**config.mk**
```make
export PLATFORM = sky130hd
export DESIGN_NAME = vidout_port
export DESIGN_NICKNAME = d
export VERILOG_FILES = /design/src/rtl/vidout_pkg.sv /design/src/rtl/vidout_timer.sv /design/src/rtl/vidout_seq.sv /design/src/rtl/vidout_lanes.sv /design/src/rtl/vidout_port.sv
export SDC_FILE = /design/constraint.sdc
export NUM_CORES = 1
export LEC_CHECK = 0
export BUFFER_PORTS_ARGS = -buffer_cell sky130_fd_sc_hd__buf_2
export CORE_ASPECT_RATIO = 0.7
export CORE_MARGIN = 2
export CORE_UTILIZATION = 45
export CTS_CLUSTER_DIAMETER = 60
export CTS_CLUSTER_SIZE = 40
export DETAILED_ROUTE_END_ITERATION = 10
export PLACE_DENSITY = 0.72
export RECOVER_POWER = 25
export SLEW_MARGIN = 10
export SYNTH_ARGS = -nofsm -noshare
export SYNTH_HDL_FRONTEND = slang
export SYNTH_SLANG_ARGS = --single-unit
```
**constraint.sdc**
```tcl
create_clock -name clk -period 2.2 [get_ports clk]
set_input_delay 0.11 -clock clk [delete_from_list [all_inputs] [get_ports clk]]
set_output_delay 0.11 -clock clk [all_outputs]
set_load 0.03 [all_outputs]
```
**src/rtl/vidout_pkg.sv**
```systemverilog
package vidout_pkg;
  typedef enum logic [1:0] {ST_IDLE, ST_SYNC, ST_DATA} vo_state_e;

  typedef struct packed {
    logic mode8;
    logic div2;
    logic inv;
  } vo_cfg_t;
endpackage

```
**src/rtl/vidout_timer.sv**
```systemverilog
module vidout_timer #(
  parameter int CNT_W = 2
) (
  input  logic             clk,
  input  logic             rst_n,
  input  logic             run,
  input  logic             slow,
  output logic [CNT_W-1:0] cnt_q,
  output logic             period_end,
  output logic             phase_hi,
  output logic             late_half
);
  localparam logic [CNT_W-1:0] HALF_FAST = CNT_W'(1);
  localparam logic [CNT_W-1:0] HALF_SLOW = CNT_W'(2);
  localparam logic [CNT_W-1:0] LAST_FAST = CNT_W'(1);
  localparam logic [CNT_W-1:0] LAST_SLOW = CNT_W'(3);

  logic [CNT_W-1:0] half, last, cnt_nx;

  always_comb begin
    half       = slow ? HALF_SLOW : HALF_FAST;
    last       = slow ? LAST_SLOW : LAST_FAST;
    period_end = run && (cnt_q == last);
    phase_hi   = run && (cnt_q != '0) && (cnt_q <= half);
    late_half  = (cnt_q >= half);
    if (!run || period_end) cnt_nx = '0;
    else                    cnt_nx = cnt_q + CNT_W'(1);
  end

  always_ff @(posedge clk or negedge rst_n) begin
    if (!rst_n) cnt_q <= '0;
    else        cnt_q <= cnt_nx;
  end

  // the period counter never passes the last cycle of the selected ratio
  a_r3_count_bounded: assert property (@(posedge clk) disable iff (!rst_n)
    cnt_q <= last);
  // a stopped port leaves the counter parked at zero
  a_r9_parked_counter: assert property (@(posedge clk) disable iff (!rst_n)
    !run |-> cnt_q == '0);
endmodule

```
**src/rtl/vidout_seq.sv**
```systemverilog
module vidout_seq
  import vidout_pkg::*;
(
  input  logic      clk,
  input  logic      rst_n,
  input  logic      in_valid,
  input  logic      in_sol,
  input  logic      in_sof,
  input  logic      period_end,
  output logic      in_ready,
  output vo_state_e state_q,
  output logic      vsync_q
);
  vo_state_e state_nx;
  logic      vsync_nx;

  always_comb begin
    state_nx = state_q;
    vsync_nx = vsync_q;
    in_ready = 1'b0;
    unique case (state_q)
      ST_IDLE: begin
        if (in_valid) begin
          if (in_sol) begin
            state_nx = ST_SYNC;
            vsync_nx = in_sof;
          end else begin
            in_ready = 1'b1;
            state_nx = ST_DATA;
          end
        end
      end
      ST_SYNC: begin
        if (period_end) begin
          if (in_valid) begin
            in_ready = 1'b1;
            state_nx = ST_DATA;
          end else begin
            state_nx = ST_IDLE;
          end
        end
      end
      ST_DATA: begin
        if (period_end) begin
          if (in_valid && in_sol) begin
            state_nx = ST_SYNC;
            vsync_nx = in_sof;
          end else if (in_valid) begin
            in_ready = 1'b1;
          end else begin
            state_nx = ST_IDLE;
          end
        end
      end
      default: state_nx = ST_IDLE;
    endcase
  end

  always_ff @(posedge clk or negedge rst_n) begin
    if (!rst_n) begin
      state_q <= ST_IDLE;
      vsync_q <= 1'b0;
    end else begin
      state_q <= state_nx;
      vsync_q <= vsync_nx;
    end
  end

  // vertical sync only moves as a sync period opens
  a_r8_vsync_at_sync: assert property (@(posedge clk) disable iff (!rst_n)
    !$stable(vsync_q) |-> state_q == ST_SYNC);
endmodule

```
**src/rtl/vidout_lanes.sv**
```systemverilog
module vidout_lanes #(
  parameter int WORD_W = 16
) (
  input  logic              active,
  input  logic              mode8,
  input  logic              late_half,
  input  logic [WORD_W-1:0] word,
  output logic [WORD_W-1:0] bus
);
  localparam int LANE_W = WORD_W / 2;

  logic [LANE_W-1:0] narrow;

  always_comb begin
    narrow = late_half ? word[WORD_W-1:LANE_W] : word[LANE_W-1:0];
    if (!active)    bus = '0;
    else if (mode8) bus = {{(WORD_W-LANE_W){1'b0}}, narrow};
    else            bus = word;
  end
endmodule

```
**src/rtl/vidout_port.sv**
```systemverilog
module vidout_port
  import vidout_pkg::*;
#(
  parameter int WORD_W = 16
) (
  input  logic              clk,
  input  logic              rst_n,
  input  logic              cfg_mode8,
  input  logic              cfg_div2,
  input  logic              cfg_inv,
  input  logic              in_valid,
  output logic              in_ready,
  input  logic [WORD_W-1:0] in_data,
  input  logic              in_sol,
  input  logic              in_sof,
  output logic              vo_pclk,
  output logic              vo_hsync_n,
  output logic              vo_vsync,
  output logic              vo_dvalid,
  output logic [WORD_W-1:0] vo_data,
  output logic              bus_busy
);
  localparam int CNT_W = 2;

  vo_state_e         state_q;
  vo_cfg_t           cfg_q, cfg_nx;
  logic [WORD_W-1:0] word_q, word_nx;
  logic [CNT_W-1:0]  cnt_q;
  logic              period_end, phase_hi, late_half, load, slow;

  assign load = in_valid && in_ready;
  assign slow = cfg_q.div2 || cfg_q.mode8;

  always_comb begin
    cfg_nx  = cfg_q;
    word_nx = word_q;
    if (state_q == ST_IDLE) cfg_nx = '{mode8: cfg_mode8, div2: cfg_div2, inv: cfg_inv};
    if (load)               word_nx = in_data;
  end

  always_ff @(posedge clk or negedge rst_n) begin
    if (!rst_n) begin
      cfg_q  <= '0;
      word_q <= '0;
    end else begin
      cfg_q  <= cfg_nx;
      word_q <= word_nx;
    end
  end

  vidout_seq u_seq (
    .clk, .rst_n, .in_valid, .in_sol, .in_sof,
    .period_end, .in_ready, .state_q, .vsync_q(vo_vsync)
  );

  vidout_timer #(.CNT_W(CNT_W)) u_timer (
    .clk, .rst_n, .run(bus_busy), .slow,
    .cnt_q, .period_end, .phase_hi, .late_half
  );

  vidout_lanes #(.WORD_W(WORD_W)) u_lanes (
    .active(vo_dvalid), .mode8(cfg_q.mode8), .late_half,
    .word(word_q), .bus(vo_data)
  );

  assign bus_busy   = (state_q != ST_IDLE);
  assign vo_dvalid  = (state_q == ST_DATA);
  assign vo_hsync_n = (state_q != ST_SYNC);
  assign vo_pclk    = cfg_q.inv ^ phase_hi;

  // qualified data only while the bus is claimed
  a_r10_dv_needs_busy: assert property (@(posedge clk) disable iff (!rst_n)
    vo_dvalid |-> bus_busy);
  // the sync period carries no data
  a_r7_sync_blank: assert property (@(posedge clk) disable iff (!rst_n)
    !vo_hsync_n |-> (!vo_dvalid && bus_busy));
  // mode settings frozen across a transfer
  a_r11_cfg_frozen: assert property (@(posedge clk) disable iff (!rst_n)
    (bus_busy && $past(bus_busy)) |-> $stable(cfg_q));
  // parked clock does not toggle while idle
  a_r6_clock_parked: assert property (@(posedge clk) disable iff (!rst_n)
    (!bus_busy && !$past(bus_busy) && $stable(cfg_q.inv)) |-> $stable(vo_pclk));
  // bus released to zero outside data-valid
  a_r12_bus_quiet: assert property (@(posedge clk) disable iff (!rst_n)
    !vo_dvalid |-> vo_data == '0);
endmodule

```
Word-level counts from Yosys, hierarchy flattened
Cells that the tools add are included.

storage, ports and cells
  register bits = 24
  input port bits = 24
  output and inout port bits = 22
  logic and storage cells = 61

operators by class
  add/subtract/negate cells = 1
  magnitude comparators = 2
  eq/ne operators = 10
  mux-type cells = 26
  bitwise gates (word level) = 1
  reductions and logical operators = 14

operator list
  operator                                                         count
  16-bit two-way mux                                               2
  2-bit two-way mux                                                10
  1-bit two-way mux                                                10
  2-bit != test, second input constant                             5
  8-bit two-way mux                                                1
  2-bit one-hot mux with 3 select lines                            1
  2-bit nonzero test                                               3
  1-bit logical AND                                                5
  5-bit AND reduction                                              1
  4-bit AND reduction                                              1
  3-bit != test, second input constant                             1
  1-bit one-hot mux with 3 select lines                            1
  2-bit by 1-bit adder with 2-bit output, second input constant    1
  2-bit by 1-bit == test with 1-bit output, second input constant  1
  2-bit == test                                                    1
  2-bit == test, second input constant                             1
  2-bit greater-or-equal comparator                                1
  2-bit less-or-equal comparator                                   1
  2-bit zero test                                                  1
  1-bit logical OR                                                 2
  2-bit by 1-bit != test with 1-bit output, second input constant  1
  1-bit one-hot mux with 2 select lines                            1
  1-bit zero test                                                  1
  1-bit bitwise XOR                                                1

Depth between registers and ports, before layout
Gate-level depths: netlist (run 1).

  word-level depth = 7
  gate-level depth with buffers = 7
  gate-level depth less buffers = 6

By module
Synthesis (run 1) repeated with hierarchy kept, for this count alone.

unflattened totals
  cells, all modules = 130
  area, all modules = 1,496.4 µm²

by module, submodules not included
  module        instances  cells an instance  area each (µm²)  sequential area each (µm²)
  vidout_port   1          46                 779.5            475.5
  vidout_seq    1          28                 284.0            75.1
  vidout_lanes  1          39                 269.0            0.0
  vidout_timer  1          17                 163.9            50.0

Least setup slack after synthesis (run 1)
No wires, ideal clock.

  path kind = reg2reg
  from = register u_seq.state_q[0]
  to = register word_q[0]
  setup time = 125 ps
  arrival time = 1,817 ps
  required time = 2,075 ps
  setup slack = 258 ps
  cell stages (with the launch flop) = 8
  buffers on the path = 1
  clock period less this slack = 1,942 ps
  path through = dfrtp_1 -> inv_1 -> ha_1 -> o21ai_2 -> nand3b_1 -> a21oi_4 -> buf_12 -> mux2_4

between the ends
  elaborated cells between the ends (all ways) = 9
  those cells by class = eq/ne: 2; mux: 3; reduce/logical: 4

RTL lines
  element                                RTL line           RTL
  start: declaration                     vidout_seq.sv:11   output vo_state_e state_q,
  start signal: assignment               vidout_seq.sv:64   state_q <= state_nx;
  2-bit == test                          -
  named net vo_dvalid                    vidout_port.sv:19  output logic vo_dvalid,
  1-bit one-hot mux with 3 select lines  vidout_seq.sv:21   unique case (state_q)
  named net in_ready                     vidout_port.sv:12  output logic in_ready,
  1-bit logical AND                      vidout_port.sv:31  assign load = in_valid && in_ready;
  end signal: assignment                 vidout_port.sv:47  word_q <= word_nx;
  end: declaration                       vidout_port.sv:27  logic [WORD_W-1:0] word_q, word_nx;

The timed path passes the listed nets, and every way through them passes these cells.
A chain may end at the register's enable or synchronous reset.

Worst setup path after layout (run 1)
  from = register u_seq.state_q[0]
  to = output vo_data[10]

between the ends
  cells in the longest elaborated chain, start to end = 2

RTL lines
  element             RTL line            RTL
  2-bit == test       vidout_port.sv:67   assign vo_dvalid = (state_q == ST_DATA);
  16-bit two-way mux  vidout_lanes.sv:16  if (!active) bus = '0;
  end: declaration    vidout_port.sv:20   output logic [WORD_W-1:0] vo_data,

No other way between the ends.

==> impl_metrics.toml, run 1 <==
[run_status]
status = "finished clean"

[yosys]
synth.area.top_cells = "dfrtp_1 43%, mux2_4 9.7%, mux2_2 8.9%, mux2i_1 6.5%, ha_1 5.4%"
syn_nets = 148
synth_top_area_share_pct = 43.1
ys_seq_elements = 24
syn_area_per_cell_um2 = 11.8
ys_seq_area_share_pct = 43.1
synth_warnings = 0
synth.cell_area_um2 = 1390
yosysTopAreaCell = "dfrtp_1"
synthCells = 118
synth_cell_types = 31

[timing]
final.setup.tns_ns = 0
drv_slew = 0
finalClockSkew_ns = 0.00274
worst_slew_pin_slew_ns = 1.23
setup-violations-final = 0
min_period_over_period_pct = 93.0
rsz0062_at_grt = "false"
max_freq_ghz = 0.489
slew-limit-headroom_pct = 18.1
hold_viol_final = 0
worst_hold_slack_ns = 0.0701
final.min_clock_period_ns = 2.05

[pwr]
finalPower_w = 0.00265
peakVddDrop_uv = 663
powerDensity_nw_per_um2 = 1510
power.leakage_nw = 0.912

[critical_path]
crit_start = "u_seq.state_q[0]$_DFFE_PN0P_"
start_kind = "register"
cpMaxStageDelayCell = "nor2b_1"
cp.arrival_ns = 1.94
path_delay_family = "simple AND/OR/NAND/NOR gates"
crit_buf_inv = 2
crit_end = "vo_data[10]"
reg2reg_slack_ns = 0.37
path_cells = "inv_1, ha_1, nor2b_1, and2_1, buf_2"
crit_type = "register to output port"
ff2ff_path_depth = 7
cp.required_ns = 2.09
r2r_end = "word_q[4]$_DFFE_PN0P_"
timing.rr.start = "u_seq.state_q[0]$_DFFE_PN0P_"
end_kind = "output port"
slowest_delay_ns = 0.45
cp_num_cells = 5
worstPathMaxFanout = 8

[placed_design]
dpl_cell_area_um2 = 1680
port_buffers = 45
gp_congestion = 0.767
hpwlAfterDp_mm = 2.19

[floorplanning]
core_region_area_um2 = 2860
io_pins = 46
chipHeight_um = 50.5
row_count = 16
dieArea_um2 = 3560
die_w_um = 70.5
start_util_pct = 48.6

[route]
final_antenna_net_count = 0
viasPerCell = 5.06
wirelength_mm = 2.75
wl_per_cell_um = 13.3
dr.pass1.iters = 3
drc = 0
num_vias = 1042
drt_iter0_drc = 31

[global_route]
grt_pass1_vias = 1087
grtUsageTotal_pct = 17.5
gr-usage-met2_pct = 27.4
grt_pass1_wl_mm = 4.97
grt_util_met1_pct = 24.2
grt_max_degree = 25
antenna_found_initial = 0
grt-ovfl-total = 0
use_met3_pct = 5.22
grt-busiest-layer = "met2"

[clock_network]
clock-sinks = 24
cts_buffers = 3
cts-root-buf = "clkbuf_8"
clockBufferDepth = 2
cts.clk_slew.worst_paths_ns = 0.08
h-tree-depth = 1
clk_latency_ns = 0.26
cts_tree = "yes"
cts_setup_buffers = 0

[run]
cap_violations = 0

[final_layout]
area_delta_synth_final_pct = 25.9
layout_commonest_cell = "buf_2"
final_area_um2 = 1750
nets = 201
final_cell_mix = "44 x buf_2, 24 x dfrtp_1, 11 x mux2_2"
drive_above_1_share_pct = 47.1
fill_cells = 258
antenna_cells = 0

[worst_hold_path]
min-delay-path-class = "primary input to register"
min_path_cells = 2
-- through the flow --
stage | worst slack, ns | util (%) | instances
3_5_place_dp | 0.372 | 58.7 | 201
2_1_floorplan | 0.258 | - | 118
5_1_grt | 0.0130 | 61.2 | 206
3_3_place_gp | 0.397 | 58.7 | 201
6_report | 0.154 | 61.2 | 206
4_1_cts | 0.0713 | 61.0 | 206
-- cell type report --
type                            count  area (µm²)  share of cell area [%]
Multi-Input combinational cell     85         746                    42.5
Sequential cell                    24         601                    34.3
Inverter                            6        22.5                    1.28
Clock buffer                        4        55.1                    3.14
Timing Repair Buffer               51         284                    16.2
Tap cell                           36        45.0                    2.57
-- cell usage after synthesis (all sizes together) --
master,instances
a21oi,3
a31oi,1
and2,8
and3,2
buf,2
clkbuf,1
dfrtp,24
ha,6
inv,6
mux2,20
mux2i,9
nand2,5
nand2b,1
nand3,2
nand3b,2
nor2,5
nor2b,9
nor3,3
nor4,1
o211a,1
o211ai,1
o21ai,2
o22ai,1
o41ai,1
or3b,1
xnor2,1
-- per-layer routing --
metal / part of all wire (%) / vias to the layer above
met2: 45 / 27
met1: 49 / 499
met4: 0.47 / 0
li1: - / 514
met3: 5.4 / 2
met5: 0 / -
-- power breakdown --
group          internal, W  leakage, nW  switching (W)
clock network     0.000160       0.0288       0.000133
registers         0.000662        0.288       0.000168
logic             0.000714        0.596       0.000817
-- flip-flops by register name (all words and copies together) (netlist names) --
register and flops:
word_q 16, cfg_q 3, u_seq.state_q 2, u_timer.cnt_q 2
u_seq.vsync_q 1
-- worst min path at each step --
stage / slack, ns / to / from
floorplan: -0.19 / cfg_q[0]$_DFFE_PN0P_ / rst_n
global placement: 0.12 / cfg_q[0]$_DFFE_PN0P_ / rst_n
detailed placement: 0.13 / word_q[5]$_DFFE_PN0P_ / rst_n
CTS: 0.06 / word_q[13]$_DFFE_PN0P_ / in_data[13]
global route: 0.06 / word_q[13]$_DFFE_PN0P_ / in_data[13]
finish: 0.07 / word_q[13]$_DFFE_PN0P_ / in_data[13]
-- repair_timing --
action | CTS | global route
hold buffers | 1 | 0
endpoints found under the hold margin | 24 | 0
setup endpoints to repair | 0 | 1
resized for setup | 0 | 1
-- cell families after synthesis --
family | Yosys count | share of synthesized area (%)
AO/OA/AOI/OAI | 10 | 5.93
XOR/XNOR | 1 | 0.629
adder cells (fa/ha/maj) | 6 | 5.39
buffers and inverters | 9 | 3.86
flip-flops | 24 | 43.1
multiplexers | 29 | 25.1
AND/OR/NAND/NOR | 39 | 16.0
No activity file was read; power rests on OpenSTA's default activity.
==> inputs of run 2 (changes only) <==
==> constraint.sdc (replaced) <==
create_clock -name clk -period 2.1 [get_ports clk]
set_input_delay 0.105 -clock clk [delete_from_list [all_inputs] [get_ports clk]]
set_output_delay 0.105 -clock clk [all_outputs]
set_load 0.03 [all_outputs]
==> impl_metrics.toml, run 2 (synthesized netlist as in run 1, its figures left out) <==
[run_status]
status = "finished clean"

[placed_design]
hpwlAfterDp_mm = 2.20
port_buffers = 45
gp_congestion = 0.793

[critical_path]
path_delay_family = "flip-flops"
worstPathMaxFanout = 5
cp.arrival_ns = 1.87
end_kind = "output port"
crit_buf_inv = 1
cp.required_ns = 2.00
cpMaxStageDelayCell = "dfrtp_2"
reg2reg_slack_ns = 0.30
start_kind = "register"
crit_type = "register to output port"
slowest_delay_ns = 0.48
path_cells = "nor2_2, ha_2, nor3_1, o41ai_2, xnor2_1, buf_4"

[global_route]
grtUsageTotal_pct = 17.8
grt_pass1_vias = 1058
grt_max_degree = 25
grt_pass1_wl_mm = 4.91
antenna_found_initial = 0
grt-ovfl-total = 0

[pwr]
p_sw_w = 0.00119
p_int_w = 0.00162
p_seq_share_pct = 31.4
netSwitchingFraction_pct = 42.4
clockPowerShare_pct = 11.2
power.leakage_nw = 0.902
peakVddDrop_uv = 759
power_frac_comb_pct = 57.4
powerDensity_nw_per_um2 = 1600

[timing]
worst_hold_slack_ns = 0.0617
slew-limit-headroom_pct = 13.3
rsz0062_at_grt = "false"
min_period_over_period_pct = 94.2
final.setup.tns_ns = 0
max_freq_ghz = 0.506
drv_slew = 0
setup-violations-final = 0
final.min_clock_period_ns = 1.98
worst_slew_pin_slew_ns = 1.30
hold_viol_final = 0
finalClockSkew_ns = 0.00724

[clock_network]
cts.clk_slew.worst_paths_ns = 0.09
clock-sinks = 24
cts-root-buf = "clkbuf_8"
cts_setup_buffers = 0
clockBufferDepth = 2
h-tree-depth = 1
cts_buffers = 3
clk_latency_ns = 0.27
cts_tree = "yes"

[final_layout]
antenna_cells = 0
area_delta_synth_final_pct = 26.7
drive_above_1_share_pct = 49.4
largest_register_ffs = 16
layout_commonest_cell = "buf_2"
top_register = "word_q"
final_cell_mix = "43 x buf_2, 23 x dfrtp_1, 11 x mux2_2"
nets = 199
reg_top3 = "word_q: 16 flops, cfg_q: 3 flops"

[worst_hold_path]
min-delay-path-class = "primary input to register"

[route]
wl_per_cell_um = 14.1
wirelength_mm = 2.88
final_antenna_net_count = 0
drc = 0
drt_iter0_drc = 24
dr.pass1.iters = 4
viasPerCell = 5.12
num_vias = 1045

[floorplanning]
core_region_area_um2 = 2860
die_w_um = 70.5
io_pins = 46
dieArea_um2 = 3560
chipHeight_um = 50.5
row_count = 16
start_util_pct = 48.6

[run]
cap_violations = 0
-- run 2: final timing paths --
path,endpoint,cells past startpoint,from
max in group asynchronous,cfg_q[2]$_DFFE_PN0P_,2,rst_n
worst max register to register,word_q[1]$_DFFE_PN0P_,6,cfg_q[2]$_DFFE_PN0P_
min in group asynchronous,u_timer.cnt_q[0]$_DFF_PN0_,2,rst_n
worst min-delay path,word_q[13]$_DFFE_PN0P_,2,in_data[13]
worst min register to register,word_q[4]$_DFFE_PN0P_,1,word_q[4]$_DFFE_PN0P_
worst max-delay path,vo_pclk,6,cfg_q[2]$_DFFE_PN0P_
-- run 2: repair_timing --
| item | CTS | global route |
|---|---|---|
| hold buffers | 1 | 0 |
| gates resized for setup | 5 | 4 |
| pin swaps | 0 | 1 |
| setup endpoints to repair | 17 | 12 |
| endpoints found under the hold margin | 24 | 0 |
-- run 2: final cells by class --
| class | count | area [µm²] |
|---|---|---|
| Inverter | 6 | 22.5 |
| Clock buffer | 4 | 55.1 |
| Timing Repair Buffer | 49 | 272 |
| Multi-Input combinational cell | 85 | 768 |
| Sequential cell | 24 | 602 |
| Tap cell | 36 | 45.0 |
| Fill cell | 248 | 1100 |
-- run 2: stage by stage --
step	area (µm²)	total power (W)	cells	setup slack [ns]	util (%)
after floorplan	1390	0.00208	118	0.158	-
after global placement	1670	0.00242	199	0.227	58.2
after detailed placement	1670	0.00247	199	0.209	58.2
after CTS	1750	0.00282	204	0.0206	61.3
after global routing	1760	0.00303	204	0.0404	61.6
final	1760	0.00282	204	0.122	61.6
-- run 2: per-layer routing --
metal	up-vias	share of wire, %	GRT usage, %
met5	-	0	0
met4	0	0.42	3.21
met3	4	6.3	6.43
met2	27	48	30.7
met1	503	45	21.8
li1	511	-	-
-- run 2: power by group through the flow --
stage               logic, W  registers, W  clock network (W)
floorplan            0.00124      0.000839                  0
global placement     0.00155      0.000869                  0
detailed placement   0.00159      0.000882                  0
CTS                  0.00162      0.000882           0.000325
global route         0.00175      0.000928           0.000348
finish               0.00162      0.000886           0.000314
==> inputs of run 3 (changes only) <==
--- a/config.mk
+++ b/config.mk
@@ -5,6 +5,7 @@
 export SDC_FILE = /design/constraint.sdc
 export NUM_CORES = 1
 export LEC_CHECK = 0
+export ABC_CLOCK_PERIOD_IN_PS = 2100
 export BUFFER_PORTS_ARGS = -buffer_cell sky130_fd_sc_hd__buf_2
 export CORE_ASPECT_RATIO = 0.7
 export CORE_MARGIN = 2
@@ -12,6 +13,7 @@
 export CTS_CLUSTER_DIAMETER = 60
 export CTS_CLUSTER_SIZE = 40
 export DETAILED_ROUTE_END_ITERATION = 10
+export HOLD_SLACK_MARGIN = 0.12
 export PLACE_DENSITY = 0.72
 export RECOVER_POWER = 25
 export SLEW_MARGIN = 10
==> impl_metrics.toml, run 3 (synthesized netlist as in run 1, its figures left out) <==
[timing]
worst_slew_pin_slew_ns = 1.31
drv_slew = 0
final.min_clock_period_ns = 1.97
setup-violations-final = 0
min_period_over_period_pct = 94.0
hold_viol_final = 0
final.setup.tns_ns = 0
worst_hold_slack_ns = 0.146
finalClockSkew_ns = 0.00455
max_freq_ghz = 0.506
slew-limit-headroom_pct = 12.8
finalWorstSetupSlack_ns = 0.125
rsz0062_at_grt = "false"

[pwr]
p_sw_w = 0.00120
power_frac_comb_pct = 57.9
p_seq_share_pct = 31.1
powerDensity_nw_per_um2 = 1460
peakVddDrop_uv = 765
clockPowerShare_pct = 11.0
p_int_w = 0.00165
power.leakage_nw = 0.982
netSwitchingFraction_pct = 42.2

[clock_network]
h-tree-depth = 1
cts-root-buf = "clkbuf_8"
cts.clk_slew.worst_paths_ns = 0.09
cts_tree = "yes"
clk_latency_ns = 0.26
cts_buffers = 3
cts_setup_buffers = 0
clock-sinks = 24
clockBufferDepth = 2

[floorplanning]
row_count = 16
chipHeight_um = 50.5
dieArea_um2 = 3560
start_util_pct = 48.6
die_w_um = 70.5
io_pins = 46
core_region_area_um2 = 2860

[final_layout]
post-route-util_pct = 68.3
nets = 218
antenna_cells = 0
area_delta_synth_final_pct = 40.3
largest_register_ffs = 16
top_register = "word_q"
layout_commonest_cell = "buf_2"
drive_above_1_share_pct = 44.4
final_area_um2 = 1950
reg_top3 = "word_q: 16 flops, cfg_q: 3 flops"
final_cell_mix = "43 x buf_2, 23 x dfrtp_1, 20 x dlygate4sd3_1"

[critical_path]
cpMaxStageDelayCell = "dfrtp_2"
start_kind = "register"
cp_num_cells = 6
end_kind = "output port"
crit_start = "cfg_q[2]$_DFFE_PN0P_"
slowest_delay_ns = 0.47
worstPathMaxFanout = 5
path_delay_family = "flip-flops"
crit_buf_inv = 1
cp.arrival_ns = 1.87
path_cells = "nor2_2, ha_2, nor3_1, o41ai_2, xnor2_1, buf_4"
ff2ff_path_depth = 6
crit_type = "register to output port"
timing.rr.start = "cfg_q[2]$_DFFE_PN0P_"
cp.required_ns = 2.00

[route]
wirelength_mm = 3.18
wl_per_cell_um = 14.3
num_vias = 1120
drc = 0
viasPerCell = 5.02
dr.pass1.iters = 4
final_antenna_net_count = 0
drt_iter0_drc = 38

[global_route]
grt-ovfl-total = 0
antenna_found_initial = 0
grt_pass1_vias = 1188
grtUsageTotal_pct = 19.5
grt_pass1_wl_mm = 5.33
grt_max_degree = 25

[worst_hold_path]
min_from = "in_sof"
min_path_cells = 3
min-delay-path-class = "primary input to register"

[placed_design]
port_buffers = 45
dpl_cell_area_um2 = 1670
pre_cts_slack_ns = 0.209
gp_congestion = 0.793
hpwlAfterDp_mm = 2.20

[run_status]
status = "finished clean"

[run]
cap_violations = 0
==> run 3: cell count changes in the layout (fill, tap and decap cells not counted), sizes merged <==
cell	previous run	this run
dlygate4sd3	1	20
==> run 3: area by class of cell <==
cell class | count | area (µm²)
Fill cell | 225 | 908
Inverter | 6 | 22.5
Clock buffer | 4 | 55.1
Multi-Input combinational cell | 85 | 768
Sequential cell | 24 | 602
Tap cell | 36 | 45.0
Timing Repair Buffer | 68 | 462
==> run 3: timing repair <==
action | 4_1_cts | 5_1_grt
hold endpoints to repair | 43 | 0
resized for setup | 5 | 4
pin swaps | 0 | 1
hold buffers | 20 | 0
setup endpoints to repair | 17 | 13
gates cloned | 0 | 0
==> run 3: power groups by stage <==
stage	combinational (W)	clock (W)	sequential (W)
4_1_cts	0.00164	0.000325	0.000882
6_report	0.00165	0.000313	0.000887
2_1_floorplan	0.00124	0	0.000839
3_3_place_gp	0.00155	0	0.000869
5_1_grt	0.00178	0.000347	0.000929
3_5_place_dp	0.00159	0	0.000882
==> run 3: per-layer routing <==
layer / wire length (µm) / track usage, % / part of all wire, %
met1: 1380 / 21.6 / 43
met2: 1570 / 35.7 / 49
met3: 174 / 6.63 / 5.5
met4: 56 / 5.77 / 1.8
met5: 0 / 0 / 0
==> run 3: worst reg2reg max path, stage by stage (launching register included) <==
cell and delay, ns:
dfrtp_2 0.46, nor2_2 0.08, ha_2 0.35, nand3_2 0.09, a21oi_4 0.18, buf_12 0.18
mux2_2 0.35
==> run 3: worst paths after layout <==
| kind | endpoint | slack, ns |
|---|---|---|
| worst max-delay path | vo_pclk | 0.13 |
| worst min-delay path | u_seq.vsync_q$_DFFE_PN0P_ | 0.15 |
| worst max register to register | word_q[1]$_DFFE_PN0P_ | 0.31 |
| worst min register to register | word_q[4]$_DFFE_PN0P_ | 0.52 |
| max in group asynchronous | cfg_q[2]$_DFFE_PN0P_ | 0.59 |
| min in group asynchronous | u_timer.cnt_q[0]$_DFF_PN0_ | 0.65 |
==> run 3: metrics by stage <==
| stage | power, W | std cells |
|---|---|---|
| finish | 0.00285 | 223 |
| global route | 0.00306 | 223 |
| CTS | 0.00285 | 223 |
| detailed placement | 0.00247 | 199 |
| global placement | 0.00242 | 199 |
| floorplan | 0.00208 | 118 |
